## config.mk

```make
export PLATFORM = sky130hd
export DESIGN_NAME = nanscan_top
export DESIGN_NICKNAME = d
export VERILOG_FILES = /design/src/rtl/nanscan_pkg.sv /design/src/rtl/nanscan_pair_cmp.sv /design/src/rtl/nanscan_locate.sv /design/src/rtl/nanscan_top.sv
export SDC_FILE = /design/constraint.sdc
export NUM_CORES = 1
export LEC_CHECK = 0
export ABC_AREA = 1
export BUFFER_PORTS_ARGS = -buffer_cell sky130_fd_sc_hd__buf_2
export CAP_MARGIN = 20
export CORE_AREA = 2 2 401 403
export DETAILED_ROUTE_END_ITERATION = 10
export DIE_AREA = 0 0 403 405
export GPL_ROUTABILITY_DRIVEN = 1
export PLACE_DENSITY = 0.3
export SLEW_MARGIN = 10
export SYNTH_ARGS = -nofsm -noshare
export SYNTH_HDL_FRONTEND = slang
export SYNTH_SLANG_ARGS = --single-unit
```

## constraint.sdc

```tcl
create_clock -name clk -period 1.8 [get_ports clk]
set_input_delay 0.09 -clock clk [delete_from_list [all_inputs] [get_ports clk]]
set_output_delay 0.09 -clock clk [all_outputs]
set_load 0.02 [all_outputs]
```

## src/rtl/nanscan_pkg.sv

```systemverilog
package nanscan_pkg;

    localparam int unsigned ELEM_W = 64;

    // Unordered test on one operand: all-ones exponent, nonzero fraction.
    function automatic logic is_nan(input logic [ELEM_W-1:0] x);
        return (&x[62:52]) && (|x[51:0]);
    endfunction

endpackage

```

## src/rtl/nanscan_pair_cmp.sv

```systemverilog
module nanscan_pair_cmp
    import nanscan_pkg::*;
#(
    parameter int unsigned LANES = 4
) (
    input  logic [LANES*ELEM_W-1:0] vec_a,
    input  logic [LANES*ELEM_W-1:0] vec_b,
    output logic [LANES-1:0]        unord
);

    // Lane i of vec_a is checked against lane i of vec_b: true if either is NaN.
    for (genvar l = 0; l < LANES; l++) begin : g_lane
        assign unord[l] = is_nan(vec_a[l*ELEM_W +: ELEM_W])
                        | is_nan(vec_b[l*ELEM_W +: ELEM_W]);
    end

endmodule

```

## src/rtl/nanscan_locate.sv

```systemverilog
module nanscan_locate
    import nanscan_pkg::*;
#(
    parameter int unsigned LANES = 4,
    parameter int unsigned VECS  = 4,
    localparam int unsigned EW    = LANES * VECS,
    localparam int unsigned IDX_W = $clog2(EW)
) (
    input  logic [EW*ELEM_W-1:0] data,
    output logic                 hit,
    output logic [IDX_W-1:0]     idx
);

    // Each vector is tested against itself. The scan runs downward,
    // so the lowest NaN element index is the one left in idx.
    always_comb begin
        hit = 1'b0;
        idx = '0;
        for (int e = EW - 1; e >= 0; e--) begin
            if (is_nan(data[e*ELEM_W +: ELEM_W])) begin
                hit = 1'b1;
                idx = IDX_W'(e);
            end
        end
    end

endmodule

```

## src/rtl/nanscan_top.sv

```systemverilog
module nanscan_top
    import nanscan_pkg::*;
#(
    parameter int unsigned LANES  = 4,
    parameter int unsigned VECS   = 4,
    parameter bit          LOCATE = 1'b1,
    localparam int unsigned EW     = LANES * VECS,
    localparam int unsigned IDX_W  = $clog2(EW),
    localparam int unsigned DATA_W = EW * ELEM_W
) (
    input  logic              clk,
    input  logic              rst_n,
    input  logic              in_valid,
    output logic              in_ready,
    input  logic [DATA_W-1:0] in_data,
    input  logic              in_last,
    input  logic              clr,
    output logic              nan_seen,
    output logic              done,
    output logic              loc_valid,
    output logic [IDX_W-1:0]  loc_index
);

    localparam int unsigned PAIRS = VECS / 2;
    localparam int unsigned VEC_W = LANES * ELEM_W;

    typedef struct packed {
        logic             nan_seen;
        logic             done;
        logic             loc_valid;
        logic [IDX_W-1:0] loc_idx;
    } state_t;

    state_t st_d, st_q;

    logic [PAIRS-1:0][LANES-1:0] pair_mask;
    logic [LANES-1:0]            fold_mask;
    logic                        beat_hit;
    logic                        accept;
    logic                        loc_hit;
    logic [IDX_W-1:0]            loc_idx_now;

    // Vectors 2p and 2p+1 share one unordered compare.
    for (genvar p = 0; p < PAIRS; p++) begin : g_pair
        nanscan_pair_cmp #(.LANES(LANES)) u_cmp (
            .vec_a (in_data[(2*p)*VEC_W   +: VEC_W]),
            .vec_b (in_data[(2*p+1)*VEC_W +: VEC_W]),
            .unord (pair_mask[p])
        );
    end

    // The pair masks are ORed lane by lane, then the result is reduced to one bit.
    always_comb begin
        fold_mask = '0;
        for (int p = 0; p < int'(PAIRS); p++) begin
            fold_mask = fold_mask | pair_mask[p];
        end
        beat_hit = |fold_mask;
    end

    if (LOCATE) begin : g_loc
        nanscan_locate #(.LANES(LANES), .VECS(VECS)) u_loc (
            .data (in_data),
            .hit  (loc_hit),
            .idx  (loc_idx_now)
        );
    end else begin : g_noloc
        assign loc_hit     = 1'b0;
        assign loc_idx_now = '0;
    end

    assign in_ready = !clr;
    assign accept   = in_valid && in_ready;

    always_comb begin
        st_d      = st_q;
        st_d.done = accept && in_last;
        if (clr) begin
            st_d.nan_seen  = 1'b0;
            st_d.loc_valid = 1'b0;
            st_d.loc_idx   = '0;
        end else if (accept && beat_hit) begin
            st_d.nan_seen = 1'b1;
            if (!st_q.loc_valid && loc_hit) begin
                st_d.loc_valid = 1'b1;
                st_d.loc_idx   = loc_idx_now;
            end
        end
    end

    always_ff @(posedge clk) begin
        if (!rst_n) st_q <= '0;
        else        st_q <= st_d;
    end

    assign nan_seen  = st_q.nan_seen;
    assign done      = st_q.done;
    assign loc_valid = st_q.loc_valid;
    assign loc_index = st_q.loc_idx;

    // ---------------- assertions ----------------
    p_sticky_r4: assert property (@(posedge clk) disable iff (!rst_n)
        nan_seen && !clr |=> nan_seen);

    p_clear_r4: assert property (@(posedge clk) disable iff (!rst_n)
        clr |=> !nan_seen && !loc_valid);

    p_done_pulse_r7: assert property (@(posedge clk) disable iff (!rst_n)
        done |-> $past(in_valid && !clr && in_last));

    p_loc_hold_r8: assert property (@(posedge clk) disable iff (!rst_n)
        loc_valid && !clr |=> loc_valid && $stable(loc_index));

    p_loc_needs_flag_r8: assert property (@(posedge clk) disable iff (!rst_n)
        loc_valid |-> nan_seen);

    // The pairwise fold and the self-compare locate path are separate logic
    // and must agree on whether the beat holds a NaN.
    p_paths_agree_r3: assert property (@(posedge clk) disable iff (!rst_n)
        in_valid |-> (!LOCATE || (loc_hit == beat_hit)));

endmodule

```

### Word-level counts from Yosys, hierarchy flattened

Index checks and enable logic that the tools add are counted.

| storage, ports and cells | value |
|---|---|
| register bits after elaboration | 7 |
| output and inout bits | 8 |
| logic and storage cells | 103 |

| cells by class | value |
|---|---|
| mux-type cells | 32 |
| bitwise operators | 10 |
| reductions and logical operators | 57 |

Operators by type and width:

| cell | count |
|---|---|
| $reduce_or A52 Y1 | 16 |
| $reduce_and A11 Y1 | 16 |
| $mux W4 | 16 |
| $logic_and A1 B1 Y1 | 20 |
| $mux W1 | 16 |
| $or A1 B1 Y1 | 8 |
| $or A4 B4 Y4 | 1 |
| $reduce_or A4 Y1 | 1 |
| $logic_not A1 Y1 | 2 |
| $reduce_and A2 Y1 | 1 |
| $reduce_or A2 Y1 | 1 |
| $not A1 Y1 | 1 |

### Longest topological paths before layout

Gate-level depths: netlist of the first run.

| logic depth | value |
|---|---|
| word-level depth | 20 |
| gate-level depth with buffers | 23 |
| gate-level depth less buffers | 23 |

### Cells and area by module

Synthesis of the first run repeated with hierarchy kept, for this count alone.

| second synthesis, totals | value |
|---|---|
| cells, all modules | 1467 |
| area total of the unflattened synthesis | 6643.9 µm² |

By module, submodules not included:

| module | times used | cells each | area each (µm²) | sequential area each (µm²) |
|---|---|---|---|---|
| nanscan_pair_cmp | 2 | 436 | 1756.7 | 0.0 |
| nanscan_locate | 1 | 531 | 2711.4 | 0.0 |
| nanscan_top | 1 | 64 | 419.2 | 140.1 |

### Worst setup path before layout of the first run

No wires, ideal clock.

| timing | value |
|---|---|
| path type | input to register |
| start point | in in_data[161] |
| end point | reg st_q (netlist bit loc_index[2]) |
| arrival time | 1.513 ns |
| setup slack | 0.219 ns |
| stages on the path | 12 |
| path through | nor4_1 > nand3_1 > or2_0 > o31ai_2 > nand2_2 > nor2_4 > nand3_2 > nand3_2 > nor2_4 > clkinv_4 > nand2_1 > a21oi_2 |

| between the ends | value |
|---|---|
| longest elaborated chain between the ends | 7 |

RTL lines:

| item | RTL line | source |
|---|---|---|
| start, declared | nanscan_top.sv:15 | `input logic [DATA_W-1:0] in_data,` |
| $reduce_or A52 Y1 (*) | nanscan_pkg.sv:7 | `return (&x[62:52]) && (\|x[51:0]);` |
| $logic_and A1 B1 Y1 (*) | nanscan_pkg.sv:7 |  |
| $or A1 B1 Y1 / $mux W1 (equally long branches) | nanscan_pair_cmp.sv:14, nanscan_locate.sv:20 |  |
| $or A4 B4 Y4 / $mux W1 (equally long branches) | nanscan_top.sv:56, nanscan_locate.sv:20 |  |
| $reduce_or A4 Y1 / $mux W1 (equally long branches) | nanscan_top.sv:58, nanscan_locate.sv:20 |  |
| $logic_and A1 B1 Y1, on equally long branches | nanscan_top.sv:82, nanscan_top.sv:84 |  |
| $reduce_and A2 Y1 (no line) | -- |  |
| end signal, assigned | nanscan_top.sv:93 | `else st_q <= st_d;` |
| end, declared | nanscan_top.sv:34 | `state_t st_d, st_q;` |

Mark *: on every way between the ends. The rest lies on a longest branch, timed or not.
A chain may end at the register's enable or synchronous reset.

### Final worst setup path of the first run

| timing | value |
|---|---|
| start point | in in_data[320] |
| end point | reg st_q (netlist bit loc_index[0]) |

| between the ends | value |
|---|---|
| longest elaborated chain between the ends | 10 |

RTL lines:

| item | RTL line | source |
|---|---|---|
| $reduce_or A52 Y1 (*) | nanscan_pkg.sv:7 |  |
| $logic_and A1 B1 Y1 (*) | nanscan_pkg.sv:7 |  |
| $mux W1 (6 in a row) | nanscan_locate.sv:20 | `if (is_nan(data[e*ELEM_W +: ELEM_W])) begin` |
| $logic_and A1 B1 Y1 | nanscan_top.sv:84 | `if (!st_q.loc_valid && loc_hit) begin` |
| $reduce_and A2 Y1 (no line) | -- |  |

Marked as above.

==> qor.txt, run 1 <==
final max-slew violation count = 0
effective utilization at floorplan = 0.0189
H-tree lvl count = 1
Placed Cells incl. Taps = 3750
clock sink count = 7
final setup skew = 0.00308 ns
number of fillers in the final layout = 19000
Arr. time, crit path = 2.08 ns
count of antenna-violating nets left after detailed routing = 0
unrepaired setup endpoints after global routing = yes
Worst path slowest cell = sky130_fd_sc_hd__o31ai_4
vias per cell = 2.44
Mapped Nets = 1601
# Max-Cap Violations = 0
fraction of registers with async set/reset = 0
multiplexer fraction of the synthesized cell area = 0
Synth cell types = 26
CTS tree = done
xor-xnor portion of the synthesized cell area = 0
number of global-route vias before repair = 9408
combined area of all synthesized cells = 0.00301 mm2
largest family of logic cells by synthesized area = simple AND/OR/NAND/NOR gates
VDD IR max = 0.179 mV
Num CTS Buffers = 3
synthesized-area fraction occupied by adder cells = 0
count of flip-flops with a built-in enable after synthesis = 0
largest stage delay on the critical path = 0.35 ns
total congestion overflow = 0
final estimated routing congestion in global placement = 0.923
status = complete, but fails checks
Worst Hold Margin = 0.119 ns
post-layout min period = 1.96 ns
global-route usage over all layers = 0.0675
hold-fix buffer count after cts = 0
worst-case headroom to the max-slew limit = 0.620
Static Leakage = 5.23 nW
most frequently used flop master after synthesis = sky130_fd_sc_hd__dfxtp_1
crit path cell chain = buf_2 -> nor4_1 -> nand4_1 -> o31ai_4 -> buf_6 -> nand2_4 -> nor2_4 -> nand3_4 -> nand3_4 -> nor2_4 -> o21ai_2 -> a21oi_2
final number of setup-violating endpoints = 6
count of pins on the block boundary = 1037
fraction of the mapped netlist area in simple logic gates = 0.903
First-pass DRT Iterations = 5
share of power burned in combinational logic = 0.744
routed vias = 9184
synthesis-to-finish area growth = 301%
Psw = 768 uW
syn_area_per_cell = 5.26 um2
height of the chip = 405 um
Syn Inst Count = 572
violated checks = negative setup slack
share of total power consumed by net switching = 0.361
clock buffer depth = 2
clock group share of total power = 0.182
count of non-filler cells in the finished layout = 3771
core occupancy in the finished layout = 0.0758
global-route wire length before repair = 73.7 mm
ratio of final minimum period to clock period = 1.09
number of remaining DRC errors = 0
Max FO, Critical Path = 8
category of the worst setup path launch point = primary input
setup slack of the critical path after layout = -0.160 ns
fmax = 510 MHz
Pwr Total = 2.13 mW
Site Rows = 147
Routed Wire Length = 60.1 mm
share of cells above drive strength 1 = 0.714
share of the synthesized area in compound gates (AO/OA/AOI/OAI) = 0.0399
die area = 0.163 mm2
starting DRC count in detailed routing = 336
Least-Margin Pin Slew = 0.566 ns
worst reg2reg setup slack = 0.89 ns
Internal Dissipation = 1.36 mW
Setup WS pre-CTS = -0.830 ns
final hold violations = 0
areal power density over the cells = 176 mW/mm2
type of the worst setup path = primary input to flip-flop
portion of total power attributed to sequential cells = 0.074
required time worst endpoint = 1.92 ns
clock latency of the later-clocked register in the worst-skew pair = 0.24 ns
path category of the worst min-delay check = primary input to flip-flop
largest net degree at the start of global routing = 9
die width = 403 um
Core Footprint = 0.159 mm2
count of buffers from port buffering = 1020
detail-routed net length per standard cell = 15.9 um
CP Capture Type = flip-flop
clock slew seen by the registers of the worst setup and hold paths = 0.04 ns
buffer type at the clock tree root = sky130_fd_sc_hd__clkbuf_16
detailed placement HPWL = 57.1 mm
proportion of synthesized chip area in sequential cells = 0.0466
Yosys warning total = 0
Post-layout nets = 2699
antenna violations before repair = 36
flip-flop and latch count after synthesis = 7
-- final timing paths --
check                           cells past startpoint      endpoint          from
worst max-delay path                               12  loc_index[0]  in_data[320]
worst min-delay path                                3          done       in_last
worst max register to register                      3  loc_index[3]     loc_valid
worst min register to register                      2      nan_seen      nan_seen
-- state kept, by name, indices dropped and copies added, names as in the netlist --
name       flops
done           1
loc_valid      1
loc_index      4
nan_seen       1
-- layout by cell type (no fill, tap or decap), types with 5 or more instances in the layout --
master,Yosys,layout
sky130_fd_sc_hd__dfxtp_1,7,7
sky130_fd_sc_hd__nand2_1,104,88
sky130_fd_sc_hd__nand3_1,29,25
sky130_fd_sc_hd__and2_0,10,8
sky130_fd_sc_hd__nor4_1,158,124
sky130_fd_sc_hd__a21oi_2,1,5
sky130_fd_sc_hd__nand2_2,2,13
sky130_fd_sc_hd__nor2_1,147,135
sky130_fd_sc_hd__nor3_1,16,12
sky130_fd_sc_hd__nor4_2,0,25
sky130_fd_sc_hd__nor2_2,0,7
sky130_fd_sc_hd__buf_2,0,1012
sky130_fd_sc_hd__nand4_1,56,56
sky130_fd_sc_hd__nand3b_1,7,7
sky130_fd_sc_hd__inv_1,5,5
sky130_fd_sc_hd__buf_6,0,18
sky130_fd_sc_hd__nor4_4,0,9
sky130_fd_sc_hd__diode_2,0,16
sky130_fd_sc_hd__nor2_4,3,8
sky130_fd_sc_hd__nand2_4,0,5
sky130_fd_sc_hd__buf_4,0,60
-- cell type report --
type | instances | area [um2] | area share
tap | 2086 | 2610 | 0.216
clock buffer | 4 | 78.8 | 0.00653
antenna | 16 | 40.0 | 0.00332
inverter | 7 | 33.8 | 0.00280
timing repair buffer | 1093 | 5780 | 0.479
multi-input combinational | 558 | 3390 | 0.281
sequential | 7 | 140 | 0.0116
-- power groups by stage --
stage / Sequential [mW] / Clock [mW] / Combinational, mW
finish: 0.157 / 0.388 / 1.58
global route: 0.157 / 0.402 / 1.70
CTS: 0.157 / 0.388 / 1.53
detailed placement: 0.159 / 0 / 1.50
global placement: 0.159 / 0 / 1.50
floorplan: 0.160 / 0 / 0.154
-- worst max-delay path: cells and delay by family --
kind / cells / cell delay, ns
AOI/OAI and AO/OA: 3 / 0.54
and+or+nand+nor: 7 / 1.11
buffers and inverters: 2 / 0.33
-- per-layer routing --
| metal | share of wire | track usage | vias to the layer above |
|---|---|---|---|
| li1 | - | - | 4430 |
| met1 | 0.37 | 0.0736 | 4054 |
| met2 | 0.50 | 0.120 | 573 |
| met3 | 0.087 | 0.0209 | 105 |
| met4 | 0.042 | 0.0277 | 22 |
| met5 | 0.0024 | 0 | - |
-- kinds of logic after synthesis --
logic type,Yosys count
buffers and inverters,7
DFF,7
AOI/OAI and AO/OA,19
and+or+nand+nor,539
-- what timing repair did --
action	4_1_cts	5_1_grt
resized for setup	53	76
endpoints found under the hold margin	0	0
gates cloned	0	0
endpoints found under the setup margin	6	6
setup buffers	0	1
pin swaps	8	24
-- synthesized netlist by cell type (2+ instances only) --
cell / count / area, um2
sky130_fd_sc_hd__nand4_1: 56 / 350
sky130_fd_sc_hd__or2_0: 2 / 12.5
sky130_fd_sc_hd__nand2_1: 104 / 390
sky130_fd_sc_hd__nand3b_1: 7 / 52.6
sky130_fd_sc_hd__o31ai_2: 2 / 25.0
sky130_fd_sc_hd__nor2_1: 147 / 552
sky130_fd_sc_hd__o21ai_1: 5 / 25.0
sky130_fd_sc_hd__nor3_1: 16 / 80.1
sky130_fd_sc_hd__nand3_2: 2 / 20.0
sky130_fd_sc_hd__and2_1: 2 / 12.5
sky130_fd_sc_hd__nand3_1: 29 / 145
sky130_fd_sc_hd__a21oi_1: 5 / 25.0
sky130_fd_sc_hd__nand2_2: 2 / 12.5
sky130_fd_sc_hd__nor2_4: 3 / 33.8
sky130_fd_sc_hd__inv_1: 5 / 18.8
sky130_fd_sc_hd__nor4_1: 158 / 988
sky130_fd_sc_hd__o21ai_0: 3 / 15.0
sky130_fd_sc_hd__and2_0: 10 / 62.6
sky130_fd_sc_hd__dfxtp_1: 7 / 140
-- through the flow --
stage | area, um2 | setup TNS (ns)
5_1_grt | 12100 | -1.80
3_3_place_gp | 11300 | -7.65
4_1_cts | 11600 | -1.70
2_1_floorplan | 3010 | 0
6_report | 12100 | -0.724
3_5_place_dp | 11300 | -4.85
(Power assumes the default switching activity.)
==> run 2: changes to the inputs <==
--- a/config.mk
+++ b/config.mk
@@ -9,6 +9,7 @@
 export BUFFER_PORTS_ARGS = -buffer_cell sky130_fd_sc_hd__buf_2
 export CAP_MARGIN = 20
 export CORE_AREA = 2 2 401 403
+export CTS_BUF_LIST = sky130_fd_sc_hd__clkbuf_2 sky130_fd_sc_hd__clkbuf_4 sky130_fd_sc_hd__clkbuf_8
 export DETAILED_ROUTE_END_ITERATION = 10
 export DIE_AREA = 0 0 403 405
 export GPL_ROUTABILITY_DRIVEN = 1
==> qor.txt, run 2 (synthesized netlist as in run 1, its figures left out) <==
antenna violations before repair = 37 (+2.8%)
clock slew seen by the registers of the worst setup and hold paths = 0.04 ns (about the same)
Post-layout nets = 2700 (+0.037%)
H-tree lvl count = 1 (unchanged)
count of pins on the block boundary = 1037 (unchanged)
Static Leakage = 5.21 nW (-0.35%)
die area = 0.163 mm2 (unchanged)
synthesis-to-finish area growth = 296%
launching point of the worst reg2reg path = loc_valid
detailed placement HPWL = 57.1 mm (unchanged)
effective utilization at floorplan = 0.0189 (unchanged)
VDD IR max = 0.102 mV (-43%)
clock buffer depth = 2 (unchanged)
# Max-Cap Violations = 0 (unchanged)
final max-slew violation count = 0 (unchanged)
largest net degree at the start of global routing = 9 (unchanged)
CTS tree = done
starting DRC count in detailed routing = 373 (+11%)
Arr. time, crit path = 2.08 ns (about the same)
most used cells in the layout excluding fill and tap cells = 1017 x sky130_fd_sc_hd__buf_2, 130 x sky130_fd_sc_hd__nor4_1, 129 x sky130_fd_sc_hd__nor2_1, 90 x sky130_fd_sc_hd__nand2_1, 65 x sky130_fd_sc_hd__buf_4
global-route usage over all layers = 0.0674 (about the same)
Site Rows = 147 (unchanged)
routed vias = 9218 (+0.37%)
Routed Wire Length = 60.1 mm (about the same)
total non-filler cell area in the finished layout = 0.0119 mm2 (-1.3%)
areal power density over the cells = 165 mW/mm2 (-6.6%)
leading cell type in the layout, fill and taps excluded = sky130_fd_sc_hd__buf_2
category of the worst setup path launch point = primary input
die width = 403 um (unchanged)
Max FO, Critical Path = 8 (unchanged)
Placed Cells incl. Taps = 3750 (unchanged)
violated checks = negative setup slack
final estimated routing congestion in global placement = 0.923 (unchanged)
required time worst endpoint = 1.91 ns (about the same)
share of cells above drive strength 1 = 0.712 (-0.00162)
CP Capture Type = flip-flop
number of remaining DRC errors = 0 (unchanged)
vias per cell = 2.44 (+0.34%)
number of fillers in the final layout = 19000 (+0.10%)
detail-routed net length per standard cell = 15.9 um (about the same)
number of global-route vias before repair = 9400 (-0.085%)
Num CTS Buffers = 3 (unchanged)
R2R Path End = loc_index[2]
status = complete, but fails checks
path category of the worst min-delay check = primary input to flip-flop
count of buffers from port buffering = 1020 (unchanged)
number of flip-flops under the largest register name = 4 (unchanged)
total congestion overflow = 0 (unchanged)
post-detailed-placement cell area = 0.0113 mm2 (unchanged)
buffer type at the clock tree root = sky130_fd_sc_hd__clkbuf_8
count of antenna-violating nets left after detailed routing = 0 (unchanged)
post-layout min period = 1.97 ns (+0.00679 ns)
count of non-filler cells in the finished layout = 3772 (+0.027%)
sequential cell area = 140 um2 (unchanged)
area of combinational cells with multiple inputs = 0.00329 mm2 (-2.7%)
clock sink count = 7 (unchanged)
Pwr Total = 1.96 mW (-7.8%)
Least-Margin Pin Slew = 0.566 ns (+0.0000348 ns)
final setup skew = 0.00123 ns (-0.00185 ns)
First-pass DRT Iterations = 5 (unchanged)
Core Footprint = 0.159 mm2 (unchanged)
worst reg2reg path depth = 3 (unchanged)
height of the chip = 405 um (unchanged)
CP startpoint = in_data[424]
worst reg2reg setup slack = 0.92 ns (+0.03 ns)
capturing instance or port of the critical path = loc_index[1]
unrepaired setup endpoints after global routing = yes
core occupancy in the finished layout = 0.0748 (-0.00101)
ratio of final minimum period to clock period = 1.09 (+0.00377)
clock latency of the later-clocked register in the worst-skew pair = 0.23 ns (about the same)
worst-case headroom to the max-slew limit = 0.619 (about the same)
fmax = 508 MHz (-0.35%)
setup slack of the critical path after layout = -0.167 ns (-0.00679 ns)
final number of setup-violating endpoints = 6 (unchanged)
global-route wire length before repair = 73.7 mm (about the same)
final hold violations = 0 (unchanged)
type of the worst setup path = primary input to flip-flop
-- run 2: area by class of cell --
cell class                 instances  share of cell area
antenna                           16             0.00336
clock buffer                       4             0.00410
inverter                           7             0.00284
multi-input combinational        558               0.277
sequential                         7              0.0118
tap                             2086               0.219
timing repair buffer            1094               0.482
-- run 2: layer usage --
metal  global-route usage  up-vias  part of all wire  routed length (um)
met5                    0        -            0.0024                 144
met4               0.0277       22             0.043                2570
met3               0.0210      107             0.083                4980
met2                0.120      561              0.50               29900
met1               0.0735     4100              0.37               22500
li1                     -     4428                 -                   -
-- run 2: worst min-delay path by stage --
| stage | from | to | slack (ns) | cells after the start |
|---|---|---|---|---|
| 6_report | in_last | done | 0.12 | 3 |
| 5_1_grt | in_last | done | 0.13 | 3 |
| 4_1_cts | in_last | done | 0.12 | 3 |
| 3_5_place_dp | in_last | done | 0.36 | 3 |
| 3_3_place_gp | in_last | done | 0.36 | 3 |
| 2_1_floorplan | in_valid | done | 0.21 | 2 |
-- run 2: where the power goes --
| group | switching, mW | internal [mW] |
|---|---|---|
| Clock | 0.0709 | 0.168 |
| Sequential | 0.000289 | 0.157 |
| Combinational | 0.667 | 0.899 |
| Total | 0.739 | 1.22 |
-- run 2: per-stage QoR --
step / setup TNS [ns] / setup slack [ns] / hold slack [ns]
6_report: -0.863 / -0.167 / 0.118
5_1_grt: -1.98 / -0.350 / 0.127
4_1_cts: -1.72 / -0.347 / 0.120
3_5_place_dp: -4.85 / -0.830 / 0.362
3_3_place_gp: -7.65 / -1.30 / 0.363
2_1_floorplan: 0 / 0.219 / 0.209
-- run 2: worst max-delay path, stage by stage --
cell	delay [ns]
sky130_fd_sc_hd__buf_2	0.10
sky130_fd_sc_hd__nor4_2	0.25
sky130_fd_sc_hd__buf_4	0.17
sky130_fd_sc_hd__nand3_1	0.08
sky130_fd_sc_hd__nand3b_1	0.21
sky130_fd_sc_hd__o21ai_2	0.22
sky130_fd_sc_hd__buf_6	0.15
sky130_fd_sc_hd__nand2_1	0.09
sky130_fd_sc_hd__nor2_4	0.25
sky130_fd_sc_hd__nand3_4	0.13
sky130_fd_sc_hd__nand3_4	0.08
sky130_fd_sc_hd__nor2_4	0.07
sky130_fd_sc_hd__o21ai_1	0.13
sky130_fd_sc_hd__a21oi_1	0.05
-- run 2: what timing repair did --
| item | CTS | global route |
|---|---|---|
| hold endpoints to repair | 0 | 0 |
| hold buffers | 0 | 0 |
| pin swaps | 7 | 28 |
| setup buffers | 0 | 2 |
| resized for setup | 46 | 61 |
| setup endpoints to repair | 6 | 6 |
==> run 3: changes to the inputs <==
--- a/config.mk
+++ b/config.mk
@@ -8,12 +8,14 @@
 export ABC_AREA = 1
 export BUFFER_PORTS_ARGS = -buffer_cell sky130_fd_sc_hd__buf_2
 export CAP_MARGIN = 20
-export CORE_AREA = 2 2 401 403
+export CELL_PAD_IN_SITES_DETAIL_PLACEMENT = 0
+export CELL_PAD_IN_SITES_GLOBAL_PLACEMENT = 1
+export CORE_AREA = 2 2 400 402
 export CTS_BUF_LIST = sky130_fd_sc_hd__clkbuf_2 sky130_fd_sc_hd__clkbuf_4 sky130_fd_sc_hd__clkbuf_8
 export DETAILED_ROUTE_END_ITERATION = 10
-export DIE_AREA = 0 0 403 405
+export DIE_AREA = 0 0 402 404
 export GPL_ROUTABILITY_DRIVEN = 1
-export PLACE_DENSITY = 0.3
+export PLACE_DENSITY = 0.41
 export SLEW_MARGIN = 10
 export SYNTH_ARGS = -nofsm -noshare
 export SYNTH_HDL_FRONTEND = slang
==> constraint.sdc (replaced) <==
create_clock -name clk -period 1.7 [get_ports clk]
set_input_delay 0.085 -clock clk [delete_from_list [all_inputs] [get_ports clk]]
set_output_delay 0.085 -clock clk [all_outputs]
set_load 0.02 [all_outputs]
==> qor.txt, run 3 (synthesized netlist as in run 1, its figures left out) <==
status = complete, but fails checks
violated checks = negative setup slack
die width = 402 um (-0.25%)
Routed Wire Length = 64.2 mm (+6.7%)
final setup skew = 0.0134 ns (+0.0121 ns)
number of remaining DRC errors = 0 (unchanged)
global-route wire length before repair = 79.7 mm (+8.2%)
portion of total power attributed to sequential cells = 0.079 (about the same)
area of combinational cells with multiple inputs = 0.00323 mm2 (-2.0%)
number of global-route vias before repair = 9740 (+3.6%)
path category of the worst min-delay check = primary input to flip-flop
post-layout min period = 2.01 ns
synthesis-to-finish area growth = 294%
count of pins on the block boundary = 1037 (unchanged)
final hold violations = 0 (unchanged)
count of buffers from port buffering = 1020 (unchanged)
clock sink count = 7 (unchanged)
Internal Dissipation = 1.30 mW (+6.2%)
Setup WS pre-CTS = -1.08 ns (-0.246 ns)
leading cell type in the layout, fill and taps excluded = sky130_fd_sc_hd__buf_2
count of antenna-violating nets left after detailed routing = 0 (unchanged)
clock group share of total power = 0.132 (+0.010)
largest stage delay on the critical path = 0.36 ns (+0.11 ns)
Arr. time, crit path = 2.12 ns (+0.04 ns)
Max FO, Critical Path = 8 (unchanged)
total non-filler cell area in the finished layout = 0.0119 mm2 (-0.33%)
worst reg2reg path depth = 3 (unchanged)
detail-routed net length per standard cell = 17.1 um (+7.0%)
buffer type at the clock tree root = sky130_fd_sc_hd__clkbuf_8
routed vias = 9158 (-0.65%)
Post-layout nets = 2706 (+0.22%)
share of power burned in combinational logic = 0.789 (-0.009)
Num CTS Buffers = 3 (unchanged)
setup slack of the critical path after layout = -0.313 ns (-0.146 ns)
total congestion overflow = 0 (unchanged)
final max-slew violation count = 0 (unchanged)
# Max-Cap Violations = 0 (unchanged)
H-tree lvl count = 1 (unchanged)
Pwr Total = 2.10 mW (+7.0%)
vias per cell = 2.43 (-0.36%)
CP Capture Type = flip-flop
clock buffer depth = 2 (unchanged)
final estimated routing congestion in global placement = 0.903 (-2.1%)
height of the chip = 404 um (-0.25%)
required time worst endpoint = 1.81 ns (-0.10 ns)
unrepaired setup endpoints after global routing = yes
most used cells in the layout excluding fill and tap cells = 1014 x sky130_fd_sc_hd__buf_2, 136 x sky130_fd_sc_hd__nor2_1, 130 x sky130_fd_sc_hd__nor4_1, 88 x sky130_fd_sc_hd__nand2_1, 72 x sky130_fd_sc_hd__buf_4
launching point of the worst reg2reg path = loc_valid
capturing instance or port of the critical path = loc_index[0]
post-detailed-placement cell area = 0.0113 mm2 (about the same)
clock slew seen by the registers of the worst setup and hold paths = 0.06 ns (+0.02 ns)
First-pass DRT Iterations = 5 (unchanged)
VDD IR max = 0.104 mV (+2.8%)
depth of the critical timing path with buffers and inverters included = 14 (unchanged)
worst reg2reg setup slack = 0.77 ns (-0.15 ns)
die area = 0.162 mm2 (-0.49%)
number of fillers in the final layout = 18800 (-0.74%)
share of total power consumed by net switching = 0.381 (+0.00427)
Site Rows = 146 (-0.68%)
worst-case headroom to the max-slew limit = 0.682 (+0.0621)
detailed placement HPWL = 61.7 mm (+8.1%)
Psw = 799 uW (+8.2%)
R2R Path End = loc_index[3]
share of cells above drive strength 1 = 0.704 (-0.00792)
largest net degree at the start of global routing = 9 (unchanged)
Final TNS setup = -1.65 ns (-0.791 ns)
effective utilization at floorplan = 0.0191 (+0.000174)
ratio of final minimum period to clock period = 1.18
number of buffer and inverter instances along the worst setup path = 3 (unchanged)
number of flip-flops under the largest register name = 4 (unchanged)
Core Footprint = 0.158 mm2 (-0.91%)
Least-Margin Pin Slew = 0.475 ns (-0.0910 ns)
CP startpoint = in_data[216]
sequential cell area = 140 um2 (unchanged)
fmax = 497 MHz
global-route usage over all layers = 0.0737 (+0.00624)
clock latency of the later-clocked register in the worst-skew pair = 0.24 ns (about the same)
areal power density over the cells = 177 mW/mm2 (+7.3%)
type of the worst setup path = primary input to flip-flop
kind of cell adding the most delay to the critical path = simple AND/OR/NAND/NOR gates
Static Leakage = 5.21 nW (about the same)
CTS tree = done
core occupancy in the finished layout = 0.0752 (+0.000440)
antenna violations before repair = 37 (unchanged)
crit path cell chain = buf_2 -> nor4_1 -> nand3_1 -> nand3b_1 -> buf_4 -> o21ai_0 -> buf_4 -> nand2_2 -> nor2_4 -> nand3_4 -> nand3_4 -> nor2_4 -> o21ai_1 -> a21oi_1
final number of setup-violating endpoints = 6 (unchanged)
hold-fix buffer count after cts = 0 (unchanged)
Worst path slowest cell = sky130_fd_sc_hd__nor4_1
category of the worst setup path launch point = primary input
starting DRC count in detailed routing = 359 (-3.8%)
[run 3: cell count changes in the layout (fill, tap and decap cells not counted), sizes merged]
cell and change:
diode -3, buf +6
[run 3: cell type report]
cell class | count | area share
Tap cell | 2072 | 0.218
Inverter | 7 | 0.00285
Multi-Input combinational cell | 558 | 0.272
Sequential cell | 7 | 0.0118
Clock buffer | 4 | 0.00411
Timing Repair Buffer | 1100 | 0.488
Antenna cell | 13 | 0.00274
[run 3: worst min path at each step]
stage                   from       end  cells after the start
floorplan           in_valid      done                      2
global placement    in_valid  nan_seen                      3
detailed placement  in_valid  nan_seen                      3
CTS                 in_valid  nan_seen                      3
global route        in_valid  nan_seen                      3
finish              in_valid  nan_seen                      3
[run 3: routing by layer]
| metal | share of wire | vias to the layer above | track usage |
|---|---|---|---|
| met1 | 0.39 | 4087 | 0.0856 |
| met3 | 0.060 | 82 | 0.0136 |
| met4 | 0.027 | 10 | 0.0180 |
| met5 | 0.0011 | - | 0 |
| li1 | - | 4441 | - |
| met2 | 0.52 | 538 | 0.138 |
[run 3: power groups by stage]
stage	Sequential, mW	Combinational [mW]	Clock [mW]
2_1_floorplan	0.170	0.163	0
4_1_cts	0.165	1.63	0.301
6_report	0.166	1.66	0.276
3_3_place_gp	0.169	1.59	0
3_5_place_dp	0.169	1.58	0
5_1_grt	0.165	1.79	0.306
[run 3: what timing repair did]
item                       4_1_cts  5_1_grt
gates resized for setup         57       39
pin swaps                       20       11
setup endpoints to repair        6        6
gates cloned                     0        0
setup buffers                    4        0
[run 3: worst min-delay path, cell delays in order]
cell and delay (ns):
sky130_fd_sc_hd__buf_2 0.15, sky130_fd_sc_hd__a21oi_2 0.07, sky130_fd_sc_hd__nor2_1 0.07
[run 3: through the flow]
step,std cells,hold slack [ns]
finish,3761,0.166
global route,3757,0.188
CTS,3748,0.140
detailed placement,3740,0.409
global placement,3740,0.432
floorplan,572,0.204
